===== src/rtl/strw_pkg.sv =====
package strw_pkg;

    localparam int ADDR_W   = 22;
    localparam int FIELD_W  = 2;
    localparam int CFG_W    = 8;

    // Bit positions inside the configuration register.
    localparam int HI_LSB   = 0;   // upper-half stretch field, bits 1:0
    localparam int LO_LSB   = 2;   // lower-half stretch field, bits 3:2
    localparam int KEEP_BIT = 4;   // must read 1
    localparam int RSV_BIT  = 7;   // reads 0

    localparam logic [CFG_W-1:0] CFG_RESET = 8'h1F;

    typedef enum logic [1:0] {
        ST_IDLE   = 2'd0,
        ST_STROBE = 2'd1,
        ST_DONE   = 2'd2
    } seq_state_e;

    typedef struct packed {
        logic [FIELD_W-1:0] lo_wait;
        logic [FIELD_W-1:0] hi_wait;
    } wait_cfg_t;

    // Forces the fixed bits of a value written to the register.
    function automatic logic [CFG_W-1:0] cfg_sanitize(input logic [CFG_W-1:0] d);
        logic [CFG_W-1:0] r;
        r           = d;
        r[RSV_BIT]  = 1'b0;
        r[KEEP_BIT] = 1'b1;
        return r;
    endfunction

    function automatic wait_cfg_t cfg_unpack(input logic [CFG_W-1:0] q);
        wait_cfg_t c;
        c.lo_wait = q[LO_LSB +: FIELD_W];
        c.hi_wait = q[HI_LSB +: FIELD_W];
        return c;
    endfunction

endpackage


===== src/rtl/strw_cfg_reg.sv =====
module strw_cfg_reg
    import strw_pkg::*;
(
    input  logic             clk,
    input  logic             rst,
    input  logic             we,
    input  logic [CFG_W-1:0] wdata,
    output logic [CFG_W-1:0] rdata,
    output wait_cfg_t        waits
);

    logic [CFG_W-1:0] cfg_q;

    always_ff @(posedge clk) begin
        if (rst) begin
            cfg_q <= CFG_RESET;
        end else if (we) begin
            cfg_q <= cfg_sanitize(wdata);
        end
    end

    assign rdata = cfg_q;
    assign waits = cfg_unpack(cfg_q);

    // written storage bits appear on the read port one cycle later
    a_r2_write_lands: assert property (@(posedge clk) disable iff (rst)
        we |=> (rdata[3:0] == $past(wdata[3:0]) && rdata[6:5] == $past(wdata[6:5])));

endmodule


===== src/rtl/strw_field_sel.sv =====
module strw_field_sel
    import strw_pkg::*;
(
    input  wait_cfg_t          waits,
    input  logic               upper_half,
    output logic [FIELD_W-1:0] n_wait
);

    always_comb begin
        if (upper_half) n_wait = waits.hi_wait;
        else            n_wait = waits.lo_wait;
    end

endmodule


===== src/rtl/strw_seq.sv =====
module strw_seq
    import strw_pkg::*;
#(
    parameter int AW = ADDR_W,
    parameter int CW = FIELD_W
) (
    input  logic          clk,
    input  logic          rst,
    input  logic          req,
    input  logic [AW-1:0] req_addr,
    input  logic [CW-1:0] n_wait,
    output logic          ready,
    output logic          strobe,
    output logic [AW-1:0] addr_q,
    output logic          done
);

    seq_state_e    state_q;
    logic [CW-1:0] cnt_q;
    logic          accept;

    assign accept = req && (state_q != ST_STROBE);

    always_ff @(posedge clk) begin
        if (rst) begin
            state_q <= ST_IDLE;
            cnt_q   <= '0;
            addr_q  <= '0;
        end else begin
            case (state_q)
                ST_STROBE: begin
                    if (cnt_q == '0) state_q <= ST_DONE;
                    else             cnt_q   <= cnt_q - 1'b1;
                end
                default: begin
                    if (accept) begin
                        state_q <= ST_STROBE;
                        cnt_q   <= n_wait;
                        addr_q  <= req_addr;
                    end else begin
                        state_q <= ST_IDLE;
                    end
                end
            endcase
        end
    end

    assign strobe = (state_q == ST_STROBE);
    assign done   = (state_q == ST_DONE);
    assign ready  = (state_q != ST_STROBE);

    // the done pulse sits right after the strobe falls
    a_r5_done_follows: assert property (@(posedge clk) disable iff (rst)
        $fell(strobe) |-> done);

    // done and strobe are never high together
    a_r5_done_excl: assert property (@(posedge clk) disable iff (rst)
        done |-> !strobe);

    // a strobe with wait cycles left keeps running
    a_r6_busy_holds: assert property (@(posedge clk) disable iff (rst)
        (strobe && cnt_q != '0) |=> strobe);

    // the captured count only steps down during a strobe
    a_r8_count_down: assert property (@(posedge clk) disable iff (rst)
        (strobe && $past(strobe)) |-> (cnt_q == $past(cnt_q) - 1'b1));

    // captured address stays put for the whole strobe
    a_r9_addr_hold: assert property (@(posedge clk) disable iff (rst)
        (strobe && $past(strobe)) |-> $stable(addr_q));

endmodule


===== src/rtl/strobe_wait_unit.sv =====
module strobe_wait_unit
    import strw_pkg::*;
(
    input  logic              clk,
    input  logic              rst,
    input  logic              cfg_we,
    input  logic [CFG_W-1:0]  cfg_wdata,
    output logic [CFG_W-1:0]  cfg_rdata,
    input  logic              req,
    input  logic [ADDR_W-1:0] req_addr,
    output logic              acc_ready,
    output logic              as_strobe,
    output logic [ADDR_W-1:0] as_addr,
    output logic              acc_done
);

    wait_cfg_t          waits;
    logic [FIELD_W-1:0] n_wait;

    strw_cfg_reg u_cfg (
        .clk   (clk),
        .rst   (rst),
        .we    (cfg_we),
        .wdata (cfg_wdata),
        .rdata (cfg_rdata),
        .waits (waits)
    );

    strw_field_sel u_sel (
        .waits      (waits),
        .upper_half (req_addr[ADDR_W-1]),
        .n_wait     (n_wait)
    );

    strw_seq #(
        .AW (ADDR_W),
        .CW (FIELD_W)
    ) u_seq (
        .clk      (clk),
        .rst      (rst),
        .req      (req),
        .req_addr (req_addr),
        .n_wait   (n_wait),
        .ready    (acc_ready),
        .strobe   (as_strobe),
        .addr_q   (as_addr),
        .done     (acc_done)
    );

endmodule


===== config.mk =====
export PLATFORM = sky130hd
export DESIGN_NAME = strobe_wait_unit
export DESIGN_NICKNAME = d
export VERILOG_FILES = /design/src/rtl/strw_pkg.sv /design/src/rtl/strw_cfg_reg.sv /design/src/rtl/strw_field_sel.sv /design/src/rtl/strw_seq.sv /design/src/rtl/strobe_wait_unit.sv
export SDC_FILE = /design/constraint.sdc
export NUM_CORES = 1
export LEC_CHECK = 0
export BUFFER_PORTS_ARGS = -buffer_cell sky130_fd_sc_hd__buf_2
export CAP_MARGIN = 25
export CORE_MARGIN = 1
export CORE_UTILIZATION = 25
export DETAILED_ROUTE_END_ITERATION = 16
export GPL_TIMING_DRIVEN = 1
export HOLD_SLACK_MARGIN = 0.06
export SYNTH_ARGS = -nofsm -noshare
export SYNTH_HDL_FRONTEND = slang
export SYNTH_SLANG_ARGS = --single-unit

===== constraint.sdc =====
create_clock -name clk -period 1.6 [get_ports clk]
set_input_delay 0 -clock clk [delete_from_list [all_inputs] [get_ports clk]]
set_output_delay 0 -clock clk [all_outputs]
set_load 0.01 [all_outputs]

==> impl_metrics.csv <==
group,metric,value,unit
finish,area_added_between_synthesis_and_finish,57.0,%
logic_synthesis,synth_area_per_cell,8.78,sq um
logic_synthesis,area_fraction_of_the_dominant_cell_type_after_synthesis,50.0,%
finish,drive_gt1_share,31.8,%
power_and_ir_drop,p_int,1.49,mW
timing,drv_slew,0,
timing,setup-tns-final,0,ns
grt,grt_max_degree,33,
hold_path,number_of_cells_on_the_worst_hold_path,2,
placed_design,placedCellCount,264,
logic_synthesis,async_reset_ff_share,0,%
power_and_ir_drop,p_clk_share,37.7,%
logic_synthesis,yosys_register_bits,32,
hold_path,worst_hold_path_type,"primary input to flip-flop",
timing,hold_viol_final,0,
logic_synthesis,synthCells,146,
worst_setup_path,timing.critical_path.required,1.81,ns
placed_design,place.port_buffers,62,
hold_path,worstHoldEndpoint,"u_cfg.rdata[0]",
logic_synthesis,synth_top_flop_cell,"dfxtp_1",
worst_setup_path,worst-endpoint-arrival,1.60,ns
placed_design,placed_wire_length_estimate_after_detailed_placement,2.14,mm
worst_setup_path,worst_r2r_path_depth,5,
timing,worst_margin_slew,0.600,ns
placed_design,gp_congestion,0.627,
route,firstDrtPassIters,4,
power_and_ir_drop,p_sw,0.480,mW
worst_setup_path,path_cells,"inv_1, ha_1, or3b_1, o32a_1, a21oi_1",
logic_synthesis,mappedNetlistNets,181,
logic_synthesis,ys_warn_count,0,
timing,min_period_over_period,87.4,%
route,route.antenna.remaining_nets,0,
route,topRoutingLayerUsed,"met4",
route,detail_route.wirelength,3.54,mm
timing,slew_headroom,60.0,%
worst_setup_path,r2r-end,"u_seq.cnt_q[0]",
clock_network,cts_buffers,5,
power_and_ir_drop,share_seq_of_total_power,44.6,%
flow_run,drv_cap,0,
die,die_height,73.6,um
power_and_ir_drop,power.share.switching,24.4,%
route,detail_route.wirelength.met1,1.59,mm
finish,final_cell_mix,"62 x buf_2, 32 x dfxtp_1, 28 x dlygate4sd3_1",
worst_setup_path,critical_path_max_stage_delay,0.43,ns
route,route.met3.wl,162,um
worst_setup_path,cp_max_fo,5,
power_and_ir_drop,combinationalPowerShare,17.7,%
timing,worst_hold_slack,0.100,ns
timing,setup_viol,0,
route,detail_route.vias_per_cell,4.55,
clock_network,root_buffer,"clkbuf_8",
worst_setup_path,critical_path.slowest_cell,"or3b_1",
timing,fin_skew,0.00520,ns
die,die_area,5420,sq um
finish,nNetsFinal,267,
route,post-route-drc-count,0,
logic_synthesis,synthDominantAreaCellType,"dfxtp_1",
worst_setup_path,reg2reg_setup_slack,0.20,ns
logic_synthesis,fraction_of_the_yosys_area_taken_by_sequential_cells,50.0,%
clock_network,clock_latency,0.27,ns
die,core.rowCount,25,
grt,grt_remaining_overflow,0,
grt,grt_pass1_vias,1345,
grt,global_route_wire_length_before_repair,5.88,mm
route,drt-wirelength-per-cell,11.8,um
die,core,4820,sq um
finish,antennaDiodeCount,0,
clock_network,cts.repair.resized,0,
finish,layout.cells.most_common,"buf_2",
clock_network,max-clock-path-buffers,2,
logic_synthesis,number_of_synthesized_flops_with_an_enable_pin,0,
logic_synthesis,synth_cell_type_count,25,
clock_network,tritoncts,"done",
clock_network,worst_setup_hold_path_clk_slew,0.07,ns
power_and_ir_drop,cellPowerDensity,977,nW/um^2
worst_setup_path,critical_path_class,"flip-flop to flip-flop",
hold_path,min_from,"cfg_we",
clock_network,cts_max_level,2,
logic_synthesis,post_synth_instance_area,1280,sq um
route,drt_first_iter_violations,42,
worst_setup_path,timing.critical_path.to_type,"flip-flop",
timing,max_freq,0.715,GHz
clock_network,cts.sink_count,32,
logic_synthesis,post_synth_main_area_contributors,"dfxtp_1 50%, a21oi_1 9.8%, nand3_1 8.6%",
power_and_ir_drop,cell_leakage_power,0.909,nW
timing,rsz0062_at_grt,"no",
route,dr_total_vias,1364,
worst_setup_path,startpoint_of_the_most_critical_register_to_register_path,"u_seq.cnt_q[0]",
route,detailroute.wirelength.met2,1.78,mm
die,initial_core_util,26.6,%
grt,grt_usage,14.2,%
die,die_w,73.6,um
timing,min_period,1.40,ns
die,ios,67,
outcome,outcome,"finished clean",
finish,finish.cell_count_without_fillers,300,
grt,initial_antenna_violation_count,0,
worst_setup_path,setup.worst_path.start_class,"flip-flop",
power_and_ir_drop,irDropWorstVdd,0.000407,V
-- kinds of logic (layout without fill, tap and decap cells) --
family / after synthesis / count (layout) / synth area share (%)
buf+inv: 19 / 106 / 7.71
fa+ha+maj: 1 / 1 / 0.976
simple gates: 33 / 33 / 13.8
other cells: 2 / 2 / 0.586
flops: 32 / 32 / 50.0
mux: 4 / 4 / 3.13
compound gates: 55 / 55 / 23.8
-- worst max path at each step --
stage	slack (ns)	start	cells after the start	end
6_report	0.20	u_seq.cnt_q[0]	5	u_seq.cnt_q[0]
5_1_grt	0.1	u_seq.cnt_q[0]	5	u_seq.cnt_q[0]
4_1_cts	0.19	u_seq.cnt_q[0]	5	u_seq.cnt_q[0]
3_5_place_dp	0.20	u_seq.cnt_q[0]	5	u_seq.cnt_q[0]
3_3_place_gp	0.23	u_seq.cnt_q[0]	5	u_seq.cnt_q[1]
2_1_floorplan	0.29	u_seq.cnt_q[0]	5	u_seq.cnt_q[0]
-- registers in the layout, indices dropped and copies added (netlist names) --
signal and cells:
u_seq.addr_q 22, u_seq.state_q 2, u_cfg.rdata 6, u_seq.cnt_q 2
-- per-stage QoR --
step	setup WS, ns	instance area, sq um	total power [mW]	util (%)
3_3_place_gp	0.233	1620	1.19	33.7
3_5_place_dp	0.204	1620	1.19	33.7
6_report	0.202	2010	1.96	41.8
5_1_grt	0.0968	2010	2.08	41.8
2_1_floorplan	0.295	1280	1.07	-
4_1_cts	0.187	2010	2.00	41.8
-- routing by layer --
layer / global-route usage, % / vias up
met2: 25.4 / 43
met3: 3.98 / 2
li1: - / 681
met1: 16.2 / 638
met4: 4.27 / 0
met5: 0 / -
-- worst max-delay path, delay by kind of cell, from the launching register on --
| family | cells | cell delay, ns |
|---|---|---|
| buf+inv | 1 | 0.05 |
| flops | 1 | 0.35 |
| fa+ha+maj | 1 | 0.19 |
| simple gates | 1 | 0.43 |
| compound gates | 2 | 0.31 |
-- area by class of cell --
cell class	instances	area, sq um
fill	507	2810
inverter	4	17.5
clock buffer	6	72.6
timing repair buffer	94	621
sequential	32	641
tap	67	83.8
multi-input combinational	95	542
clock inverter	2	35.0
-- power groups by stage --
| stage | logic [mW] | clock network, mW | registers (mW) |
|---|---|---|---|
| CTS | 0.348 | 0.773 | 0.877 |
| floorplan | 0.159 | 0 | 0.915 |
| global route | 0.391 | 0.808 | 0.884 |
| detailed placement | 0.296 | 0 | 0.895 |
| global placement | 0.295 | 0 | 0.894 |
| finish | 0.347 | 0.742 | 0.877 |
-- cell usage after synthesis, types with 3 or more instances --
library cell	instances
dfxtp_1	32
a21oi_1	25
nand3_1	22
o21ai_0	21
clkbuf_1	6
a211o_1	4
buf_2	4
mux2i_1	4
nor2b_1	4
buf_4	3
inv_1	3
-- repair_timing --
action / in CTS / in global routing
hold endpoints to repair: 28 / 0
setup buffers: 0 / 0
setup endpoints to repair: 0 / 0
hold buffers: 28 / 0
Power figures use the tool's default switching activity.
